## src/rtl/cmdsts_pkg.sv

```systemverilog
package cmdsts_pkg;
  localparam int unsigned DATA_W = 32;
  localparam int unsigned ADDR_W = 8;
  localparam int unsigned LANES  = DATA_W / 8;

  localparam logic [ADDR_W-1:0] OFS_IDENT  = 8'h00;
  localparam logic [ADDR_W-1:0] OFS_CMDSTS = 8'h04;

  localparam int unsigned BIT_MEM    = 1;
  localparam int unsigned BIT_BME    = 2;
  localparam int unsigned BIT_SERR   = 8;
  localparam int unsigned BIT_INTDIS = 10;
  localparam int unsigned BIT_IRQSTS = 19;
  localparam int unsigned BIT_CAP    = 20;
  localparam int unsigned BIT_RTA    = 28;
  localparam int unsigned BIT_RMA    = 29;

  localparam logic [DATA_W-1:0] CMD_RW_MASK =
    (32'd1 << BIT_MEM) | (32'd1 << BIT_BME) | (32'd1 << BIT_SERR) | (32'd1 << BIT_INTDIS);

  typedef enum logic [2:0] {
    CPL_SUCCESS = 3'b000,
    CPL_UNSUPP  = 3'b001,
    CPL_CABORT  = 3'b100
  } cpl_code_e;

  localparam int unsigned NUM_FLAGS = 2;
endpackage

```

## src/rtl/cmdsts_w1c_flag.sv

```systemverilog
module cmdsts_w1c_flag #(
  parameter bit ENABLE = 1'b1
) (
  input  logic clk,
  input  logic rst_n,
  input  logic set_i,
  input  logic clr_i,
  output logic flag_o
);
  generate
    if (ENABLE) begin : g_flag
      logic flag_d, flag_q;
      always_comb begin
        flag_d = flag_q;
        if (clr_i) flag_d = 1'b0;
        if (set_i) flag_d = 1'b1;  // set takes priority over clear
      end
      always_ff @(posedge clk or negedge rst_n) begin
        if (!rst_n) flag_q <= 1'b0;
        else        flag_q <= flag_d;
      end
      assign flag_o = flag_q;
    end else begin : g_tied
      logic unused_flag_in;
      assign unused_flag_in = set_i ^ clr_i ^ clk ^ rst_n;
      assign flag_o = 1'b0;
    end
  endgenerate
endmodule

```

## src/rtl/cmdsts_rw_reg.sv

```systemverilog
module cmdsts_rw_reg #(
  parameter int unsigned  WIDTH = 32,
  parameter logic [WIDTH-1:0] MASK = '0
) (
  input  logic             clk,
  input  logic             rst_n,
  input  logic [WIDTH-1:0] bit_we,
  input  logic [WIDTH-1:0] wdata,
  output logic [WIDTH-1:0] q
);
  logic [WIDTH-1:0] unused_we;
  assign unused_we = (bit_we | wdata) & ~MASK;

  for (genvar i = 0; i < WIDTH; i++) begin : g_bit
    if (MASK[i]) begin : g_store
      logic bit_d, bit_q;
      always_comb begin
        bit_d = bit_q;
        if (bit_we[i]) bit_d = wdata[i];
      end
      always_ff @(posedge clk or negedge rst_n) begin
        if (!rst_n) bit_q <= 1'b0;
        else        bit_q <= bit_d;
      end
      assign q[i] = bit_q;
    end else begin : g_zero
      assign q[i] = 1'b0;
    end
  end
endmodule

```

## src/rtl/cfg_cmdsts_reg.sv

```systemverilog
module cfg_cmdsts_reg
  import cmdsts_pkg::*;
#(
  parameter bit FABRIC_PORT = 1'b0,
  parameter bit CAP_PRESENT = 1'b1
) (
  input  logic              clk,
  input  logic              rst_n,
  input  logic              reg_wr,
  input  logic              reg_rd,
  input  logic [ADDR_W-1:0] reg_addr,
  input  logic [DATA_W-1:0] reg_wdata,
  input  logic [LANES-1:0]  reg_be,
  output logic [DATA_W-1:0] reg_rdata,
  output logic              reg_rvalid,
  input  logic              cpl_valid,
  input  logic [2:0]        cpl_status,
  input  logic              irq_pending,
  input  logic [15:0]       strap_vendor,
  input  logic [15:0]       strap_device,
  output logic              intx_out,
  output logic              mem_en,
  output logic              bus_master_en,
  output logic              serr_en
);
  logic              sel_cmdsts;
  logic [DATA_W-1:0] lane_mask;
  logic [DATA_W-1:0] cmd_we;
  logic [DATA_W-1:0] cmd_q;
  logic [NUM_FLAGS-1:0] flag_set, flag_clr, flag_q;
  logic              rma_q, rta_q;
  logic              irq_d, irq_q;
  logic              int_dis;
  logic [DATA_W-1:0] status_word;
  logic [DATA_W-1:0] rd_mux;
  logic [DATA_W-1:0] rdata_d;
  logic              rvalid_d;

  assign sel_cmdsts = reg_wr && (reg_addr == OFS_CMDSTS);

  always_comb begin
    for (int l = 0; l < int'(LANES); l++) lane_mask[l*8 +: 8] = {8{reg_be[l]}};
    cmd_we = sel_cmdsts ? lane_mask : '0;
  end

  cmdsts_rw_reg #(.WIDTH(DATA_W), .MASK(CMD_RW_MASK)) u_cmd (
    .clk(clk), .rst_n(rst_n), .bit_we(cmd_we), .wdata(reg_wdata), .q(cmd_q)
  );

  // flag 1: unsupported request (bit 29), flag 0: completer abort (bit 28)
  always_comb begin
    flag_set[1] = cpl_valid && (cpl_status == CPL_UNSUPP);
    flag_set[0] = cpl_valid && (cpl_status == CPL_CABORT);
    flag_clr[1] = sel_cmdsts && lane_mask[BIT_RMA] && reg_wdata[BIT_RMA];
    flag_clr[0] = sel_cmdsts && lane_mask[BIT_RTA] && reg_wdata[BIT_RTA];
  end

  for (genvar f = 0; f < int'(NUM_FLAGS); f++) begin : g_abort
    cmdsts_w1c_flag #(.ENABLE(!FABRIC_PORT)) u_flag (
      .clk(clk), .rst_n(rst_n), .set_i(flag_set[f]), .clr_i(flag_clr[f]), .flag_o(flag_q[f])
    );
  end
  assign rma_q = flag_q[1];
  assign rta_q = flag_q[0];

  assign irq_d = irq_pending;
  always_ff @(posedge clk or negedge rst_n) begin
    if (!rst_n) irq_q <= 1'b0;
    else        irq_q <= irq_d;
  end

  assign int_dis       = cmd_q[BIT_INTDIS];
  assign intx_out      = irq_q && !int_dis;
  assign mem_en        = cmd_q[BIT_MEM];
  assign bus_master_en = cmd_q[BIT_BME];
  assign serr_en       = cmd_q[BIT_SERR];

  always_comb begin
    status_word          = cmd_q;
    status_word[BIT_RMA] = rma_q;
    status_word[BIT_RTA] = rta_q;
    status_word[BIT_CAP] = CAP_PRESENT;
    status_word[BIT_IRQSTS] = irq_q;
  end

  always_comb begin
    unique case (reg_addr)
      OFS_IDENT:  rd_mux = {strap_device, strap_vendor};
      OFS_CMDSTS: rd_mux = status_word;
      default:    rd_mux = '0;
    endcase
    rdata_d  = reg_rd ? rd_mux : reg_rdata;
    rvalid_d = reg_rd;
  end

  always_ff @(posedge clk or negedge rst_n) begin
    if (!rst_n) begin
      reg_rdata  <= '0;
      reg_rvalid <= 1'b0;
    end else begin
      reg_rdata  <= rdata_d;
      reg_rvalid <= rvalid_d;
    end
  end
endmodule

```

## config.mk

```make
export PLATFORM = sky130hd
export DESIGN_NAME = cfg_cmdsts_reg
export DESIGN_NICKNAME = d
export VERILOG_FILES = /design/src/rtl/cmdsts_pkg.sv /design/src/rtl/cmdsts_w1c_flag.sv /design/src/rtl/cmdsts_rw_reg.sv /design/src/rtl/cfg_cmdsts_reg.sv
export SDC_FILE = /design/constraint.sdc
export NUM_CORES = 1
export LEC_CHECK = 0
export BUFFER_PORTS_ARGS = -buffer_cell sky130_fd_sc_hd__buf_2
export CAP_MARGIN = 5
export CORE_AREA = 2 2 70 65
export DETAILED_ROUTE_END_ITERATION = 12
export DIE_AREA = 0 0 72 67
export MAX_ROUTING_LAYER = met4
export PLACE_DENSITY = 0.79
export SKIP_CTS_REPAIR_TIMING = 1
export SLEW_MARGIN = 20
export SYNTH_ARGS = -nofsm -noshare
export SYNTH_HDL_FRONTEND = slang
export SYNTH_SLANG_ARGS = --single-unit
```

## constraint.sdc

```tcl
create_clock -name clk -period 2.15 [get_ports clk]
set_clock_uncertainty 0.1 [all_clocks]
set_input_delay 0.43 -clock clk [delete_from_list [all_inputs] [get_ports clk]]
set_output_delay 0.43 -clock clk [all_outputs]
set_load 0.01 [all_outputs]
```

==> results.sh <==
export IMPL_critical_path_slowest_cell="nor4_4"
export IMPL_seqPwrFrac=0.546
export IMPL_syn_num_nets=259
export IMPL_cp_top_family="simple AND/OR/NAND/NOR gates"
export IMPL_io_buffers=94
export IMPL_avgSynthCellArea_um2=10.0
export IMPL_rows=22
export IMPL_gp_congestion=0.768
export IMPL_critPathCaptureType="register"
export IMPL_power_leakage_uw=0.00124
export IMPL_die_area_um2=4820
export IMPL_synth_yosys_seq_area_share=0.575
export IMPL_yosysTopAreaCellShare=0.575
export IMPL_ctsLongestPathBuffers=2
export IMPL_clk_latency_ns=0.28
export IMPL_hpwl_um=2740
export IMPL_initial_core_util=0.430
export IMPL_place_inst=309
export IMPL_root_buffer="clkbuf_8"
export IMPL_worst_ir_drop_vdd_mv=0.350
export IMPL_n_antenna_cell=0
export IMPL_slew_viol_final=0
export IMPL_vias=1497
export IMPL_met3_length_um=257
export IMPL_p_clk_frac=0.353
export IMPL_finalCoreUtilization=0.583
export IMPL_synth_edf_count=0
export IMPL_htree_num_levels=2
export IMPL_ys_top_cells_by_count="40 x dfrtp_1, 34 x inv_1, 32 x nand2_1"
export IMPL_clock_sinks=40
export IMPL_worstMarginPinSlew_ns=0.749
export IMPL_p_sw_frac=0.223
export IMPL_post_drt_wl_per_cell_um=11.4
export IMPL_grt_max_degree=40
export IMPL_synth_area_um2=1740
export IMPL_drive_gt1_frac=0.442
export IMPL_antenna_left=0
export IMPL_antenna_found_initial=0
export IMPL_path_clk_slew_ns=0.07
export IMPL_p_switching_uw=312
export IMPL_worst_path_buf_inv=1
export IMPL_vias_per_cell=4.72
export IMPL_internal_power_uw=1090
export IMPL_cp_cell_sequence="buf_2, nor4_4, nand4_1, mux2_2"
export IMPL_period_needed_ns=1.47
export IMPL_core_um2=4050
export IMPL_yosys_area_top_type="dfrtp_1"
export IMPL_pin_count=122
export IMPL_async_flop_share=1.00
export IMPL_fill_cells=379
export IMPL_synth_top_family_by_area="compound AO/OA/AOI/OAI gates"
export IMPL_wl_met2_um=1710
export IMPL_drt_initial_drc_count=47
export IMPL_fmax_ghz=0.678
export IMPL_power_density_nw_per_um2=593
export IMPL_start_kind="primary input"
export IMPL_synth_area_leaders="dfrtp_1 58%, o22ai_1 11%, inv_1 7.3%, mux2_2 7.1%, nand2_1 6.9%"
export IMPL_synth_ff_type="dfrtp_1"
export IMPL_grt_pass1_vias=1315
export IMPL_wl_met1_um=1610
export IMPL_synth_compound_area_frac=0.131
export IMPL_synth_warnings=0
export IMPL_slowest_delay_ns=0.45
export IMPL_min_path_type="primary input to async pin"
export IMPL_comb_power_share=0.101
export IMPL_instances_no_fill=317
export IMPL_drc=0
export IMPL_critical_path_class="primary input to register"
export IMPL_firstDrtPassIters=4
export IMPL_cap_violations=0
export IMPL_syn2layout_area_growth_pct=35.4
export IMPL_required_ns=2.22
export IMPL_hold_viol_final=0
export IMPL_ys_ff_latch=40
export IMPL_timing_final_crit_share=0.686
export IMPL_cts_buffers_inserted=5
export IMPL_die_h_um=67
export IMPL_cp_arrival_ns=1.55
export IMPL_tns_ns=0
export IMPL_synthCells=174
export IMPL_ys_types=17
export IMPL_globalRouteTotalUtil=0.163
export IMPL_fp_dieW_um=72
export IMPL_status="finished clean"
export IMPL_max_slew_margin_rel=0.501
export IMPL_synth_xor_area_share=0
export IMPL_synthAdderAreaFrac=0
export IMPL_power_uw=1400
export IMPL_grt_overflow=0
export IMPL_setup_viol=0
export IMPL_top_layer="met4"
export IMPL_muxShareOfSynthArea=0.0712
export IMPL_synth_simple_area_share=0.126
export IMPL_fin_nets=353
export IMPL_yosys_cell_count_top_type="dfrtp_1"
export IMPL_grt_pass1_wl_um=5820
export IMPL_path_max_fanout=7
export IMPL_cts_tree="done"
export IMPL_rsz0062_at_grt="no"
export IMPL_wl_um=3620
per-stage QoR:
stage / setup slack, ns / instance area (um^2) / hold WS, ns
final: 0.676 / 2360 / 0.109
after global routing: 0.605 / 2360 / 0.138
after CTS: 0.682 / 2360 / 0.123
after detailed placement: 0.374 / 2260 / 0.384
after global placement: 0.393 / 2260 / 0.381
after floorplan: 0.643 / 1740 / 0.0344
flip-flops by register name, summed over array words and instances, names as in the netlist:
| signal | flops |
|---|---|
| irq_q | 1 |
| g_abort.u_flag.flag_o | 2 |
| reg_rvalid | 1 |
| reg_rdata | 32 |
| u_cmd.g_bit.g_store.bit_q | 4 |
power by group through the flow:
| stage | registers (uW) | logic, uW | clock network (uW) |
|---|---|---|---|
| final | 764 | 141 | 493 |
| after global routing | 764 | 157 | 554 |
| after CTS | 763 | 143 | 517 |
| after detailed placement | 778 | 143 | 0 |
| after global placement | 778 | 141 | 0 |
| after floorplan | 780 | 58.4 | 0 |
cells by family (layout without fill, tap and decap cells):
group                  Yosys count  count (layout)
AOI/OAI and AO/OA               35              35
buffers and inverters           44             139
DFF                             40              40
muxes                           11              11
and+or+nand+nor                 44              44
layer usage:
metal,vias up,GRT usage
li1,766,-
met1,679,0.199
met2,47,0.263
met3,5,0.0408
met4,0,0.0637
met5,-,-
cells in the final DEF, fill, tap and decap left out:
master     instances
dfrtp_1           40
and2_1             3
o22ai_1           31
nor4_4             1
nand3b_2           1
nand2_1           32
buf_12             1
buf_4              2
inv_1             34
clkinv_2           2
nand4_1            4
nor3_2             1
mux2_2            11
o2111ai_1          1
o21ai_0            1
buf_2             94
clkbuf_8           6
a32o_1             2
nor2b_1            2
cell type report:
class                      instances  area [um^2]  area share
clock inverter                     2         10.0     0.00425
inverter                          34          128      0.0541
multi-input combinational         90          571       0.242
sequential                        40         1000       0.425
timing repair buffer              97          505       0.214
tap                               48         60.1      0.0255
clock buffer                       6         82.6      0.0350
worst paths after layout:
| path | startpoint | endpoint | cells past startpoint | slack, ns |
|---|---|---|---|---|
| max in group asynchronous | rst_n | reg_rdata[13] | 2 | 1.25 |
| worst max register to register | u_cmd.g_bit[10].g_store.bit_q | reg_rdata[10] | 3 | 1.12 |
| worst min register to register | g_abort[1].u_flag.flag_o | g_abort[1].u_flag.flag_o | 1 | 0.40 |
| worst max-delay path | reg_addr[5] | u_cmd.g_bit[8].g_store.bit_q | 4 | 0.68 |
| worst min-delay path | rst_n | reg_rdata[20] | 1 | 0.11 |
| min in group clk | irq_pending | irq_q | 1 | 0.15 |
worst reg2reg max path, stage by stage, from the launching register on:
cell and delay [ns]:
dfrtp_1 0.39, mux2_2 0.27, nand2_1 0.07, o22ai_1 0.07
(Power assumes the default switching activity.)
